`src/rtl/dual_mac_pkg.sv`:
```
package dual_mac_pkg;
  typedef struct packed {
    logic odd;
    logic sgn;
    logic frac;
    logic sat;
    logic sub;
  } mac_mode_t;
endpackage

```
`src/rtl/dual_mac_mul.sv`:
```
module dual_mac_mul
  import dual_mac_pkg::*;
#(
  parameter int HALF_W = 16
) (
  input  logic [2*HALF_W-1:0] word_a,
  input  logic [2*HALF_W-1:0] word_b,
  input  mac_mode_t           mode,
  output logic [2*HALF_W+1:0] prod,
  output logic                psat
);
  localparam int LW = 2 * HALF_W;
  localparam int EW = LW + 2;
  localparam logic [HALF_W-1:0] HMIN = {1'b1, {(HALF_W-1){1'b0}}};
  localparam logic [EW-1:0]     PMAX = {3'b000, {(LW-1){1'b1}}};

  logic [HALF_W-1:0]        ha, hb;
  logic signed [HALF_W-1:0] sha, shb;
  logic signed [LW-1:0]     sprod;
  logic [LW-1:0]            uprod;

  // halfword pick
  assign ha  = mode.odd ? word_a[HALF_W-1:0] : word_a[LW-1:HALF_W];
  assign hb  = mode.odd ? word_b[HALF_W-1:0] : word_b[LW-1:HALF_W];
  assign sha = ha;
  assign shb = hb;

  always_comb begin
    sprod = sha * shb;
    uprod = ha * hb;
  end

  always_comb begin
    psat = 1'b0;
    if (mode.sgn) begin
      if (mode.frac) begin
        if (mode.sat && ha == HMIN && hb == HMIN) begin
          prod = PMAX;
          psat = 1'b1;
        end else begin
          prod = {sprod[LW-1], sprod, 1'b0};
        end
      end else begin
        prod = {{2{sprod[LW-1]}}, sprod};
      end
    end else begin
      prod = {2'b00, uprod};
    end
  end
endmodule

```
`src/rtl/dual_mac_lane.sv`:
```
module dual_mac_lane
  import dual_mac_pkg::*;
#(
  parameter int HALF_W = 16
) (
  input  logic [2*HALF_W-1:0] acc_in,
  input  logic [2*HALF_W+1:0] prod,
  input  logic                psat,
  input  mac_mode_t           mode,
  output logic [2*HALF_W-1:0] res,
  output logic                ovf
);
  localparam int LW = 2 * HALF_W;
  localparam int EW = LW + 2;
  localparam logic [EW-1:0] SMAX = {3'b000, {(LW-1){1'b1}}};
  localparam logic [EW-1:0] SMIN = {3'b111, {(LW-1){1'b0}}};

  logic [EW-1:0] acc_ext, sum;
  logic          s_hi, s_lo, u_hi, u_lo;

  always_comb begin
    acc_ext = mode.sgn ? {{2{acc_in[LW-1]}}, acc_in} : {2'b00, acc_in};
    sum     = mode.sub ? (acc_ext - prod) : (acc_ext + prod);
    s_hi    = $signed(sum) > $signed(SMAX);
    s_lo    = $signed(sum) < $signed(SMIN);
    u_lo    = sum[EW-1];
    u_hi    = !sum[EW-1] && sum[LW];
  end

  always_comb begin
    res = sum[LW-1:0];
    ovf = 1'b0;
    if (mode.sat) begin
      if (mode.sgn) begin
        if (s_hi) res = {1'b0, {(LW-1){1'b1}}};
        if (s_lo) res = {1'b1, {(LW-1){1'b0}}};
        ovf = psat | s_hi | s_lo;
      end else begin
        if (u_hi) res = {LW{1'b1}};
        if (u_lo) res = '0;
        ovf = psat | u_hi | u_lo;
      end
    end
  end
endmodule

```
`src/rtl/dual_mac_unit.sv`:
```
module dual_mac_unit
  import dual_mac_pkg::*;
#(
  parameter int HALF_W = 16
) (
  input  logic                clk,
  input  logic                rst,
  input  logic                in_valid,
  input  logic                sel_odd,
  input  logic                is_signed,
  input  logic                is_frac,
  input  logic                is_sat,
  input  logic                is_sub,
  input  logic                clr_sticky,
  input  logic [4*HALF_W-1:0] op_a,
  input  logic [4*HALF_W-1:0] op_b,
  output logic                out_valid,
  output logic [4*HALF_W-1:0] result,
  output logic [1:0]          lane_ovf,
  output logic [1:0]          sticky_ovf
);
  localparam int LW    = 2 * HALF_W;
  localparam int EW    = LW + 2;
  localparam int LANES = 2;

  mac_mode_t           mode;
  logic [4*HALF_W-1:0] acc_q, acc_d;
  logic [1:0]          ovf_d, ovf_q, sticky_q;
  logic                vld_q;

  assign mode = '{odd: sel_odd, sgn: is_signed, frac: is_frac, sat: is_sat, sub: is_sub};

  for (genvar g = 0; g < LANES; g++) begin : g_lane
    logic [EW-1:0] prod;
    logic          psat;

    dual_mac_mul #(.HALF_W(HALF_W)) u_mul (
      .word_a (op_a[g*LW +: LW]),
      .word_b (op_b[g*LW +: LW]),
      .mode   (mode),
      .prod   (prod),
      .psat   (psat)
    );

    dual_mac_lane #(.HALF_W(HALF_W)) u_acc (
      .acc_in (acc_q[g*LW +: LW]),
      .prod   (prod),
      .psat   (psat),
      .mode   (mode),
      .res    (acc_d[g*LW +: LW]),
      .ovf    (ovf_d[g])
    );
  end

  always_ff @(posedge clk) begin
    if (rst) begin
      acc_q    <= '0;
      ovf_q    <= '0;
      sticky_q <= '0;
      vld_q    <= 1'b0;
    end else begin
      vld_q <= in_valid;
      if (in_valid) acc_q <= acc_d;
      if (in_valid && is_sat) ovf_q <= ovf_d;
      sticky_q <= (clr_sticky ? 2'b00 : sticky_q) | (in_valid ? ovf_d : 2'b00);
    end
  end

  assign out_valid  = vld_q;
  assign result     = acc_q;
  assign lane_ovf   = ovf_q;
  assign sticky_ovf = sticky_q;


  vld_follow_chk: assert property (@(posedge clk) disable iff (rst)
    in_valid |=> out_valid);

  idle_hold_chk: assert property (@(posedge clk) disable iff (rst)
    !in_valid |=> ($stable(result) && !out_valid));

  mod_flag_chk: assert property (@(posedge clk) disable iff (rst)
    (in_valid && !is_sat) |=> $stable(lane_ovf));

  sticky_cover_chk: assert property (@(posedge clk) disable iff (rst)
    (in_valid && is_sat) |=> ((lane_ovf & ~sticky_ovf) == 2'b00));

  clear_chk: assert property (@(posedge clk) disable iff (rst)
    (clr_sticky && !in_valid) |=> (sticky_ovf == 2'b00));
endmodule

```
`config.mk`:
```
export PLATFORM = sky130hd
export DESIGN_NAME = dual_mac_unit
export DESIGN_NICKNAME = d
export VERILOG_FILES = /design/src/rtl/dual_mac_pkg.sv /design/src/rtl/dual_mac_mul.sv /design/src/rtl/dual_mac_lane.sv /design/src/rtl/dual_mac_unit.sv
export SDC_FILE = /design/constraint.sdc
export NUM_CORES = 2
export LEC_CHECK = 0
export BUFFER_PORTS_ARGS = -buffer_cell sky130_fd_sc_hd__buf_4
export CORE_ASPECT_RATIO = 1.4
export CORE_MARGIN = 2
export CORE_UTILIZATION = 40
export DETAILED_ROUTE_END_ITERATION = 12
export SLEW_MARGIN = 20
export SYNTH_ARGS = -nofsm -noshare
export SYNTH_HDL_FRONTEND = slang
export SYNTH_SLANG_ARGS = --single-unit
```
`constraint.sdc`:
```
create_clock -name clk -period 16.2 [get_ports clk]
set_input_delay 0.81 -clock clk [delete_from_list [all_inputs] [get_ports clk]]
set_output_delay 0.81 -clock clk [all_outputs]
set_load 0.03 [all_outputs]
```
== After elaboration in Yosys (flattened, before gate mapping) ==
Cells that the tools add are included.

* Word-level logic and storage cells: 76
* Register bits after elaboration: 69
* Bits of input ports: 137

* $lt $le $gt $ge: 4
* Add/sub/neg operators: 4
* Muxes and demuxes: 38
* Multiply operators: 4
* Equality and inequality tests: 4
* Bitwise operators: 9
* Reduce and logical (&&, ||, !) cells: 9

{| class="wikitable"
|+ Operator list
! cell !! number
|-
| 2-to-1 mux 32 bit || 12
|-
| 2-to-1 mux 34 bit || 10
|-
| multiplier 16 x 16 -> 32 bit || 4
|-
| adder 34 bit || 2
|-
| greater-than comparator 34 x 32 -> 1 bit, second input constant || 2
|-
| less-than comparator 34 x 32 -> 1 bit, second input constant || 2
|-
| subtractor 34 bit || 2
|-
| equality test 16 bit, second input constant || 4
|-
| 2-to-1 mux 16 bit || 4
|-
| 2-to-1 mux 1 bit || 10
|-
| OR 1 bit || 8
|-
| logical AND 1 bit || 7
|-
| 2-to-1 mux 2 bit || 2
|-
| zero test 1 bit || 2
|-
| OR 2 bit || 1
|}

== Logic depth before layout (Yosys ltp) ==
* Word-level depth: 17
* Depth in mapped cells: 51

== Modules after synthesis ==
Synthesis repeated with hierarchy kept, for this count alone.

* Cell total of the unflattened synthesis: 4621
* Area, all modules: 39684.3 µm²

{| class="wikitable"
|+ Modules (own cells, without submodules)
! module !! area each (µm²) !! seq. area each (µm²) !! times used !! cells an instance
|-
| dual_mac_mul (g_lane[1].u_mul) || 15459.8 || 0.0 || 1 || 1744
|-
| dual_mac_mul (g_lane[0].u_mul) || 15422.3 || 0.0 || 1 || 1763
|-
| dual_mac_lane || 3153.0 || 0.0 || 2 || 444
|-
| dual_mac_unit || 2496.1 || 1381.3 || 1 || 226
|}

== Worst setup path before layout ==
Ideal clock, no wire load.

* Path kind: input -> register
* Start point: input sel_odd
* End point: register acc_q[25], in the netlist result[25]
* Arrival time: 11.679 ns
* Setup time: 0.132 ns
* Slack: 4.389 ns
* Stages on the path: 47
* Cell sequence: buf_6 > buf_6 > buf_6 > buf_6 > clkbuf_1 > clkbuf_1 > buf_1 > mux2i_1 > nor2_1 > fa_1 > inv_1 > fa_1 > inv_1 > fa_1 > inv_1 > fa_1 > inv_1 > fa_1 > (+11 left out) > and2_1 > nand4b_1 > nor3_1 > a31oi_1 > xor2_1 > ha_1 > o21ai_0 > nand2b_1 > a31o_2 > a41oi_1 > o311ai_0 > a21oi_1 > xor2_1 > inv_1 > xnor2_4 > o21ai_2 > buf_4 > o32ai_1

* Word-level cells in the longest chain between the ends: 15

{| class="wikitable"
|+ Ends and longest elaborated chain
! what !! line !! RTL
|-
| start, declared || dual_mac_unit.sv:9 || <nowiki>input logic sel_odd,</nowiki>
|-
| parallel branches: the longest is 6 deep, another holds multiplier 16 x 16 -> 32 bit || -- ||
|-
| 2-to-1 mux 34 bit (*) || dual_mac_mul.sv:35 || <nowiki>if (mode.sgn) begin</nowiki>
|-
| adder 34 bit / subtractor 34 bit (equally long branches) || dual_mac_lane.sv:23 || <nowiki>sum = mode.sub ? (acc_ext - prod) : (acc_ext + prod);</nowiki>
|-
| 2-to-1 mux 34 bit (*) || dual_mac_lane.sv:23 ||
|-
| parallel branches: the longest is 5 deep, another holds greater-than comparator 34 x 32 -> 1 bit || -- ||
|-
| 2-to-1 mux 32 bit (*) || dual_mac_lane.sv:33 || <nowiki>if (mode.sat) begin</nowiki>
|-
| end signal, assigned || dual_mac_unit.sv:57 || <nowiki>acc_q <= '0;</nowiki>
|-
| end signal, assigned || dual_mac_unit.sv:63 || <nowiki>if (in_valid) acc_q <= acc_d;</nowiki>
|-
| end, declared || dual_mac_unit.sv:27 || <nowiki>logic [4*HALF_W-1:0] acc_q, acc_d;</nowiki>
|}

Mark *: on every way between the ends.
A chain may end at the register's enable or synchronous reset.

== Final worst setup path ==
* Start point: input sel_odd
* End point: register acc_q[32], in the netlist result[32]

The elaborated chain is that of the path after synthesis.

==> impl_metrics.env <==
export IMPL_status="finished clean"
export IMPL_path_delay_family="compound AO/OA/AOI/OAI gates"
export IMPL_initial_utilization_pct=40.4
export IMPL_grt_util_all_layers_pct=25.2
export IMPL_met1_length_um=57400
export IMPL_fill_cells=10100
export IMPL_min_period_ps=13380
export IMPL_cts_setup_buffers=0
export IMPL_cp_data_arrival_time_ps=13550
export IMPL_drc=0
export IMPL_port_buffers=205
export IMPL_firstDrtPassIters=6
export IMPL_holdCritStartpoint="lane_ovf[0]"
export IMPL_seq_area_um2=1380
export IMPL_syn_to_final_growth_pct=8.30
export IMPL_ys_warnings_count=0
export IMPL_post_place_cells=6276
export IMPL_fin_cells=6292
export IMPL_setup_viol=0
export IMPL_die_x_um=272
export IMPL_drt_wl_total_um=129000
export IMPL_cts_buffers=9
export IMPL_hold_buffers=0
export IMPL_syn_inst=4843
export IMPL_wl_met3_um=9310
export IMPL_critPathBufInv=7
export IMPL_cp_startpoint="sel_odd"
export IMPL_ys_flop_type="dfxtp_1"
export IMPL_die_y_um=380
export IMPL_finalMaxSlewViolations=0
export IMPL_grt_pass1_vias=35600
export IMPL_fin_area_um2=43700
export IMPL_slew_headroom_pct=16.1
export IMPL_drt_iter0_markers=2802
export IMPL_crit_top_cell="fa_1"
export IMPL_reg2reg_from="result[5]"
export IMPL_synth_fp_nets=6086
export IMPL_cts_resized=0
export IMPL_gp_congestion=0.949
export IMPL_ys_top_cells_by_count="inv_1 (963), fa_1 (734), nor2_1 (493)"
export IMPL_die_area_um2=103000
export IMPL_route_met2_wl_um=59200
export IMPL_drive_gt1_share_pct=8.21
export IMPL_synthTopCellsByArea="fa_1 (36%), ha_1 (12%), inv_1 (9.0%)"
export IMPL_ant_nets=0
export IMPL_worst_path_max_delay_cell="a21oi_2"
export IMPL_hold_class="reg -> reg"
export IMPL_cts_root_buf="clkbuf_16"
export IMPL_synth_sequential_area_ratio_pct=3.43
export IMPL_antenna_found_initial=1
export IMPL_fin_nets=6210
export IMPL_io_pins=206
export IMPL_cp_start_kind="input pin"
export IMPL_dr_max_layer_used="met5"
export IMPL_yosysTopAreaCell="fa_1"
export IMPL_cp_required_ps=16370
export IMPL_clk_pin_slew_worst_paths_ps=60
export IMPL_htreeDepth=3
export IMPL_rsz0062_at_grt="no"
export IMPL_cap_violations=0
export IMPL_clock_path_buffers=2
export IMPL_dp_final_hpwl_um=112000
export IMPL_synthArstFlopShare_pct=0
export IMPL_setup_worst_path_class="in -> reg"
export IMPL_gr_total_overflow=0
export IMPL_fmax_mhz=74.8
export IMPL_postSynthAreaPerCell_um2=8.32
export IMPL_grt_max_degree=84
export IMPL_avgRoutedWirePerCell_um=20.6
export IMPL_multi_input_area_um2=34800
export IMPL_postPlaceCellArea_um2=43300
export IMPL_slowest_delay_ps=770
export IMPL_yosysMostFrequentCell="inv_1"
export IMPL_vias=34700
export IMPL_num_rows=137
export IMPL_cts_tree="built"
export IMPL_finClkSkew_ps=11.4
export IMPL_worstMarginPinSlew_ps=1220
export IMPL_antenna_cells=0
export IMPL_grt_pass1_wl_um=205000
export IMPL_tns_ps=0
export IMPL_synthDominantCellAreaShare_pct=36.4
export IMPL_fin_crit_sh_pct=82.6
export IMPL_core_area_um2=99800
export IMPL_endpoint_kind="flip-flop"
export IMPL_vias_per_cell=5.52
export IMPL_clock_latency_ps=360
export IMPL_clock_sinks=69
export IMPL_finalHoldViolCount=0
export IMPL_ys_ff_latch=69
export IMPL_ys_types=104
export IMPL_netlist_area_um2=40300
export IMPL_synth_edff_count=0
export IMPL_cp_max_fo=83
==> stage by stage <==
step	setup slack [ps]	hold WS, ps	utilization, %
2_1_floorplan	4390	583	-
3_3_place_gp	2710	441	43.4
3_5_place_dp	2440	451	43.4
4_1_cts	2770	477	43.7
5_1_grt	1960	507	43.8
6_report	2820	472	43.8
==> placed cells by master, fill, tap and decap left out, drive strengths merged, types with 11 or more instances in the layout <==
| master | instances |
|---|---|
| xor2 | 78 |
| o22ai | 18 |
| clkbuf | 11 |
| and3 | 28 |
| a211oi | 43 |
| o21ai | 155 |
| a31oi | 29 |
| nand3 | 63 |
| or4 | 11 |
| ha | 372 |
| o21a | 43 |
| o221ai | 17 |
| a311oi | 13 |
| a221oi | 24 |
| nand2 | 456 |
| a21oi | 227 |
| a22oi | 13 |
| a21o | 70 |
| nor3 | 60 |
| o31ai | 15 |
| xnor2 | 132 |
| and2 | 29 |
| or2 | 15 |
| or3 | 23 |
| nor4 | 32 |
| nand4 | 24 |
| nor2 | 493 |
| mux2i | 81 |
| o21bai | 21 |
| nor2b | 38 |
| inv | 963 |
| dfxtp | 69 |
| a221o | 11 |
| o211ai | 29 |
| buf | 253 |
| fa | 734 |
| mux2 | 65 |
| nand2b | 38 |
==> per-layer routing <==
layer	track usage (%)	up-vias
met4	6.32	2
met2	40.4	1287
met1	35.3	17200
li1	-	16000
met3	3.89	197
met5	0	-
==> area by class of cell <==
class / instances / area share (%)
sequential: 69 / 3.16
multi-input combinational: 3668 / 79.6
clock inverter: 5 / 0.192
inverter: 966 / 8.30
timing repair buffer: 253 / 4.36
clock buffer: 11 / 0.556
tap: 1320 / 3.78
==> cells by family (layout without fill, tap and decap cells) <==
logic type,Yosys count,in the layout,share of synthesized area (%)
DFF,69,69,3.43
AOI/OAI and AO/OA,854,854,14.6
adders and majority gates,1106,1106,48.0
buffers and inverters,1106,1235,10.4
muxes,146,146,3.89
and+or+nand+nor,1352,1352,15.1
xor gates and xnor gates,210,210,4.61
==> state kept, by name (all words and copies together), names as in the netlist <==
register,flops
result,64
lane_ovf,2
sticky_ovf,2
out_valid,1
==> path summary, 6_finish.rpt <==
path	endpoint	slack, ps	cells past startpoint
setup / recovery	result[32]	2820	38
hold reg to reg	lane_ovf[0]	470	2
hold / removal	lane_ovf[0]	470	2
setup reg to reg	result[25]	11020	14
==> tightest hold or removal path, cell delays in order, from the launching register on <==
cell and delay [ps]:
dfxtp_1 340, nand2_1 50, o21ai_0 60
Power is left out: the tool's default activity adds up to more than one toggle a clock period on the data nets, which glitch-free logic cannot reach.
